`src/rtl/spi_regx_pkg.sv`:
```
package spi_regx_pkg;
  typedef enum logic [1:0] {
    ST_IDLE = 2'd0,
    ST_HDR  = 2'd1,
    ST_WAIT = 2'd2,
    ST_DATA = 2'd3
  } regx_state_e;

  localparam logic [7:0] HDR_FIXED_BYTE = 8'hD4;
  localparam int         HDR_BYTES      = 4;
endpackage

```
`src/rtl/spi_regx_byte_shifter.sv`:
```
module spi_regx_byte_shifter #(
  parameter int HALF_DIV = 2
) (
  input  logic       clk,
  input  logic       rst_n,
  input  logic       start,
  input  logic [7:0] tx_byte,
  output logic [7:0] rx_byte,
  output logic       byte_done,
  output logic       sclk,
  output logic       mosi,
  input  logic       miso
);
  localparam int CNT_W = (HALF_DIV > 1) ? $clog2(HALF_DIV) : 1;

  logic             active;
  logic [CNT_W-1:0] cnt;
  logic [2:0]       bitn;
  logic [7:0]       tx_sh;
  logic [7:0]       rx_sh;

  assign rx_byte = rx_sh;

  always_ff @(posedge clk or negedge rst_n) begin
    if (!rst_n) begin
      active    <= 1'b0;
      cnt       <= '0;
      bitn      <= '0;
      tx_sh     <= '0;
      rx_sh     <= '0;
      sclk      <= 1'b0;
      mosi      <= 1'b0;
      byte_done <= 1'b0;
    end else begin
      byte_done <= 1'b0;
      if (!active) begin
        sclk <= 1'b0;
        if (start) begin
          active <= 1'b1;
          tx_sh  <= tx_byte;
          mosi   <= tx_byte[7];
          cnt    <= '0;
          bitn   <= '0;
        end
      end else if (cnt == CNT_W'(HALF_DIV - 1)) begin
        cnt <= '0;
        if (!sclk) begin
          sclk  <= 1'b1;
          rx_sh <= {rx_sh[6:0], miso};
        end else begin
          sclk <= 1'b0;
          if (bitn == 3'd7) begin
            active    <= 1'b0;
            byte_done <= 1'b1;
            mosi      <= 1'b0;
          end else begin
            bitn  <= bitn + 3'd1;
            tx_sh <= {tx_sh[6:0], 1'b0};
            mosi  <= tx_sh[6];
          end
        end
      end else begin
        cnt <= cnt + CNT_W'(1);
      end
    end
  end
endmodule

```
`src/rtl/spi_regx_ctrl.sv`:
```
module spi_regx_ctrl
  import spi_regx_pkg::*;
#(
  parameter int MAX_BYTES = 64,
  parameter int RETRIES   = 4,
  parameter int LEN_W     = $clog2(MAX_BYTES + 1)
) (
  input  logic                   clk,
  input  logic                   rst_n,
  input  logic                   req_valid,
  output logic                   req_ready,
  input  logic                   req_write,
  input  logic [15:0]            req_addr,
  input  logic [LEN_W-1:0]       req_len,
  input  logic [8*MAX_BYTES-1:0] req_wdata,
  output logic                   rsp_valid,
  output logic [8*MAX_BYTES-1:0] rsp_rdata,
  output logic                   rsp_err_len,
  output logic                   rsp_err_timeout,
  output logic                   cs_n,
  output logic                   kick,
  output logic [7:0]             tx_byte,
  input  logic                   byte_done,
  input  logic [7:0]             rx_byte
);
  localparam int IDX_W = (MAX_BYTES > 1) ? $clog2(MAX_BYTES) : 1;
  localparam int RTY_W = (RETRIES > 1) ? $clog2(RETRIES) : 1;

  regx_state_e            st;
  logic [IDX_W-1:0]       idx;
  logic [RTY_W-1:0]       rty;
  logic [LEN_W-1:0]       len_m1;
  logic                   wr_q;
  logic [15:0]            addr_q;
  logic [8*MAX_BYTES-1:0] wbuf;
  logic                   len_bad;
  logic                   last_data;

  assign req_ready = (st == ST_IDLE) && !rsp_valid;
  assign len_bad   = (req_len == '0) || (req_len > LEN_W'(MAX_BYTES));
  assign last_data = (idx == IDX_W'(len_m1));

  always_comb begin
    tx_byte = 8'h00;
    unique case (st)
      ST_HDR: begin
        unique case (idx[1:0])
          2'd0:    tx_byte = {~wr_q, 7'(len_m1)};
          2'd1:    tx_byte = HDR_FIXED_BYTE;
          2'd2:    tx_byte = addr_q[15:8];
          default: tx_byte = addr_q[7:0];
        endcase
      end
      ST_DATA: tx_byte = wr_q ? wbuf[{idx, 3'b000} +: 8] : 8'h00;
      default: tx_byte = 8'h00;
    endcase
  end

  always_ff @(posedge clk or negedge rst_n) begin
    if (!rst_n) begin
      st              <= ST_IDLE;
      idx             <= '0;
      rty             <= '0;
      len_m1          <= '0;
      wr_q            <= 1'b0;
      addr_q          <= '0;
      wbuf            <= '0;
      rsp_valid       <= 1'b0;
      rsp_rdata       <= '0;
      rsp_err_len     <= 1'b0;
      rsp_err_timeout <= 1'b0;
      cs_n            <= 1'b1;
      kick            <= 1'b0;
    end else begin
      kick      <= 1'b0;
      rsp_valid <= 1'b0;
      unique case (st)
        ST_IDLE: begin
          if (req_valid && req_ready) begin
            rsp_err_timeout <= 1'b0;
            if (len_bad) begin
              rsp_err_len <= 1'b1;
              rsp_valid   <= 1'b1;
            end else begin
              rsp_err_len <= 1'b0;
              wr_q        <= req_write;
              addr_q      <= req_addr;
              len_m1      <= req_len - LEN_W'(1);
              wbuf        <= req_wdata;
              idx         <= '0;
              cs_n        <= 1'b0;
              kick        <= 1'b1;
              st          <= ST_HDR;
            end
          end
        end
        ST_HDR: begin
          if (byte_done) begin
            kick <= 1'b1;
            if (idx[1:0] == 2'(HDR_BYTES - 1)) begin
              idx <= '0;
              rty <= '0;
              st  <= rx_byte[0] ? ST_DATA : ST_WAIT;
            end else begin
              idx <= idx + IDX_W'(1);
            end
          end
        end
        ST_WAIT: begin
          if (byte_done) begin
            if (rx_byte[0]) begin
              st   <= ST_DATA;
              kick <= 1'b1;
            end else if (rty == RTY_W'(RETRIES - 1)) begin
              cs_n            <= 1'b1;
              rsp_err_timeout <= 1'b1;
              rsp_valid       <= 1'b1;
              st              <= ST_IDLE;
            end else begin
              rty  <= rty + RTY_W'(1);
              kick <= 1'b1;
            end
          end
        end
        default: begin
          if (byte_done) begin
            if (!wr_q) rsp_rdata[{idx, 3'b000} +: 8] <= rx_byte;
            if (last_data) begin
              cs_n      <= 1'b1;
              rsp_valid <= 1'b1;
              st        <= ST_IDLE;
            end else begin
              idx  <= idx + IDX_W'(1);
              kick <= 1'b1;
            end
          end
        end
      endcase
    end
  end
endmodule

```
`src/rtl/spi_regx_master.sv`:
```
module spi_regx_master #(
  parameter int MAX_BYTES = 64,
  parameter int RETRIES   = 4,
  parameter int HALF_DIV  = 2,
  parameter int LEN_W     = $clog2(MAX_BYTES + 1)
) (
  input  logic                   clk,
  input  logic                   rst_n,
  input  logic                   req_valid,
  output logic                   req_ready,
  input  logic                   req_write,
  input  logic [15:0]            req_addr,
  input  logic [LEN_W-1:0]       req_len,
  input  logic [8*MAX_BYTES-1:0] req_wdata,
  output logic                   rsp_valid,
  output logic [8*MAX_BYTES-1:0] rsp_rdata,
  output logic                   rsp_err_len,
  output logic                   rsp_err_timeout,
  output logic                   spi_sclk,
  output logic                   spi_mosi,
  input  logic                   spi_miso,
  output logic                   spi_cs_n
);
  logic       kick;
  logic [7:0] tx_byte;
  logic [7:0] rx_byte;
  logic       byte_done;

  spi_regx_ctrl #(
    .MAX_BYTES(MAX_BYTES),
    .RETRIES  (RETRIES),
    .LEN_W    (LEN_W)
  ) i_ctrl (
    .clk            (clk),
    .rst_n          (rst_n),
    .req_valid      (req_valid),
    .req_ready      (req_ready),
    .req_write      (req_write),
    .req_addr       (req_addr),
    .req_len        (req_len),
    .req_wdata      (req_wdata),
    .rsp_valid      (rsp_valid),
    .rsp_rdata      (rsp_rdata),
    .rsp_err_len    (rsp_err_len),
    .rsp_err_timeout(rsp_err_timeout),
    .cs_n           (spi_cs_n),
    .kick           (kick),
    .tx_byte        (tx_byte),
    .byte_done      (byte_done),
    .rx_byte        (rx_byte)
  );

  spi_regx_byte_shifter #(
    .HALF_DIV(HALF_DIV)
  ) i_shift (
    .clk      (clk),
    .rst_n    (rst_n),
    .start    (kick),
    .tx_byte  (tx_byte),
    .rx_byte  (rx_byte),
    .byte_done(byte_done),
    .sclk     (spi_sclk),
    .mosi     (spi_mosi),
    .miso     (spi_miso)
  );
endmodule

```
`config.mk`:
```
export PLATFORM = sky130hd
export DESIGN_NAME = spi_regx_master
export DESIGN_NICKNAME = d
export VERILOG_FILES = /design/src/rtl/spi_regx_pkg.sv /design/src/rtl/spi_regx_byte_shifter.sv /design/src/rtl/spi_regx_ctrl.sv /design/src/rtl/spi_regx_master.sv
export SDC_FILE = /design/constraint.sdc
export NUM_CORES = 2
export LEC_CHECK = 0
export ABC_AREA = 1
export BUFFER_PORTS_ARGS = -buffer_cell sky130_fd_sc_hd__buf_2
export CAP_MARGIN = 15
export CORE_AREA = 2 2 407 409
export CTS_BUF_LIST = sky130_fd_sc_hd__clkbuf_16
export DETAILED_ROUTE_END_ITERATION = 12
export DIE_AREA = 0 0 409 411
export GPL_TIMING_DRIVEN = 0
export SLEW_MARGIN = 25
export SYNTH_ARGS = -nofsm -noshare
export SYNTH_HDL_FRONTEND = slang
export SYNTH_SLANG_ARGS = --single-unit
```
`constraint.sdc`:
```
create_clock -name clk -period 3.75 [get_ports clk]
set_input_delay 1.125 -clock clk [delete_from_list [all_inputs] [get_ports clk]]
set_output_delay 1.125 -clock clk [all_outputs]
set_load 0.1 [all_outputs]
```
==> metrics.txt <==
DRT Pass-1 Iters=6; top cell type's share of synthesized area=57.0%; DPL Wire Length=203000 µm; Placeable Area=164000 µm²; clk sinks=1086; CP required=4.45 ns; IO Pins=1059; Worst Setup End Kind=register; Slew Limit Fails=0; first-pass GRT wire length=352000 µm; max_slew headroom=13.0%; total grt overflow=0; crit-path cells=clkbuf_1 -> buf_1 -> o211ai_1 -> nand3_1 -> nand3_1 -> nand2_1 -> nand2_1 -> nand3_1 -> nand3_1 -> nand2_1 -> nand2_1 -> nand2_1; RSZ-0062 raised after global routing=false; setup violators final=0; initial antenna violation count=78; Period minus WS final=3.74 ns; IO Port Bufs=1058; Synth Area in Compound Gates=14.5%; Yosys reg bits=1086; clock latency at the later pin of the worst-skew pair=0.78 ns; Die Area=168000 µm²; CTS tree=yes; VDD IR max=0.456 mV; CTS Hold Bufs=0; CP max FO=10; pwr dens=749 nW/µm²; R2R Setup Slk=0.01 ns; top cells by area, synth=dfrtp_1 (57%), nand2_1 (16%), o21ai_0 (7.6%); number of global-route vias before repair=45.7k; layout cells sized above 1=22.1%; post-synthesis mux area share=0%; Netlist cell types=52; Seq/Total Area, Yosys=57.1%; P&R area growth vs syn=26.1%; final WL=257000 µm; Buf+Inv Stages, Crit Path=2; final RePlAce weighted congestion=1.01; Post-Layout Cell Count=9110; syn avg cell area=8.49 µm²; Adder-Cell Fraction of Synth Area=0.420%; Top delay family on crit path=buffers and inverters; via count=47.7k; Starting Density=29.1%; largest family of logic cells by synthesized area=simple AND/OR/NAND/NOR gates; Hold Slack=0.289 ns; Overall Global Routing Usage=29.7%; Die H=411 µm; Netlist Area Pre-Place=47600 µm²; drt wl/cell=28.3 µm; Synth area leader=dfrtp_1; cell depth of the worst setup path=12; Rows=149; Max Clk Rate=0.267 GHz; overall power=0.0450 W; Post-Syn Nets=6166; Worst Hold Class=in -> async; Via density=5.24; worst-margin pin slew=1.30 ns; crit path max-delay cell type=buf_1; crit share post-route=99.7%; final hold viol count=0; most frequent cells in the layout=nand2_1 (1972), buf_2 (1160), dfrtp_1 (1084), o21ai_0 (717), inv_1 (402); most common cell after layout, fill and taps aside=nand2_1; Reg clk slew, reported paths=0.06 ns; cell mode on critical path=nand2_1; Placement Setup Slack=-1.72 ns; maxcap violations=0; Longest Clk Path Bufs=3; Final WS setup=0.0109 ns; Startpoint Class=register; status=finished, final reports clean; # DRC=0; instance count of the mapped netlist=5610; static leakage=30.2 nW; clock skew=0.0923 ns; CTS Buf Count=117; number of routed nets with antenna violations=0; Max H-tree Level=3; kind of critical path=reg -> reg; Arr. time, crit path=4.44 ns; Warnings, synthesis=0; clock root cell=clkbuf_16; largest net degree at the start of global routing=131; xor/xnor cell area share of the yosys netlist=0.255%; 1st-iter DRT viols=5805; die width=409 µm; Simple-Gate Fraction of Synth Area=21.1%; CP max stage delay=1.00 ns; nets@finish=7352; R2R cell count=12; Cells after DPL=8867
## kinds of logic after synthesis
logic type                 count (synthesis)
DFF                                     1086
xor gates and xnor gates                  13
and+or+nand+nor                         2489
adders and majority gates                 16
buffers and inverters                    790
AOI/OAI and AO/OA                       1216
## synthesized netlist by cell type (all sizes together)
cell / count
o41ai: 6
clkinv: 5
a211oi: 1
dfstp: 1
o22ai: 5
xor2: 9
nor3: 28
ha: 16
a221oi: 1
buf: 142
xnor2: 4
nand3b: 2
inv: 420
a22o: 1
a21boi: 1
or2: 2
o21a: 25
o21ai: 836
clkbuf: 223
o221ai: 1
nand3: 246
dfrtp: 1085
nand4: 28
a31oi: 3
nor4: 3
a32o: 2
o211ai: 199
nand2: 1991
o31ai: 63
nor2: 189
a21oi: 72
## registers in the layout (all words and copies together) (netlist names), 2 cells and up
register          cells
i_ctrl.wbuf         512
i_ctrl.len_m1         7
i_ctrl.addr_q        16
i_shift.rx_byte       8
i_ctrl.st             2
i_ctrl.rsp_rdata    512
i_shift.bitn          3
i_ctrl.idx            6
i_ctrl.rty            2
i_shift.tx_sh         7
## layout make-up
class	count	area, µm²
Antenna cell	30	75.1
Multi-Input combinational cell	3734	17400
Fill cell	17238	104000
Clock buffer	117	2930
Tap cell	2189	2740
Buffer	360	1630
Clock inverter	97	868
Timing Repair Buffer	1072	5620
Inverter	425	1620
Sequential cell	1086	27200
## power breakdown
group	internal, W	total (W)	switching (W)
Combinational	0.00403	0.0172	0.0132
Sequential	0.0146	0.0160	0.00141
Clock	0.00639	0.0117	0.00529
Total	0.0251	0.0450	0.0199
## worst reg2reg max path, stage by stage (launching register included)
cell      delay, ns
dfrtp_2        0.58
clkbuf_1       0.36
buf_1          1.00
o211ai_1       0.53
nand3_1        0.24
nand3_1        0.20
nand2_1        0.22
nand2_1        0.09
nand3_1        0.11
nand3_1        0.14
nand2_1        0.14
nand2_1        0.06
nand2_1        0.05
## final timing paths
path	start	end
worst max register to register	i_ctrl.idx[0]	i_shift.tx_sh[6]
worst min-delay path	rst_n	i_ctrl.wbuf[176]
max in group asynchronous	rst_n	i_ctrl.rsp_rdata[359]
worst max-delay path	i_ctrl.idx[0]	i_shift.tx_sh[6]
worst min register to register	i_ctrl.wbuf[164]	i_ctrl.wbuf[164]
min in group clk	i_ctrl.wbuf[164]	i_ctrl.wbuf[164]
## repair_timing
| item | CTS | global route |
|---|---|---|
| gates resized for setup | 52 | 33 |
| setup endpoints to repair | 1052 | 491 |
| pin swaps | 0 | 3 |
| setup buffers | 0 | 3 |
| endpoints found under the hold margin | 0 | 0 |
## layer usage
| metal | share of wire, % | global-route usage (%) | wire length [µm] |
|---|---|---|---|
| met1 | 37 | 36.1 | 96400 |
| met2 | 44 | 46.6 | 114000 |
| met5 | 0.070 | 0 | 179 |
| met4 | 8.0 | 20.4 | 20500 |
| met3 | 10 | 7.36 | 25900 |
## through the flow
stage / cell area, µm² / utilization, % / setup TNS, ns
CTS: 59900 / 36.5 / 0
floorplan: 47600 / - / 0
global route: 60000 / 36.6 / 0
finish: 60100 / 36.6 / 0
detailed placement: 55900 / 34.1 / -730.56
global placement: 55600 / 34.0 / -
(Power assumes the default switching activity.)
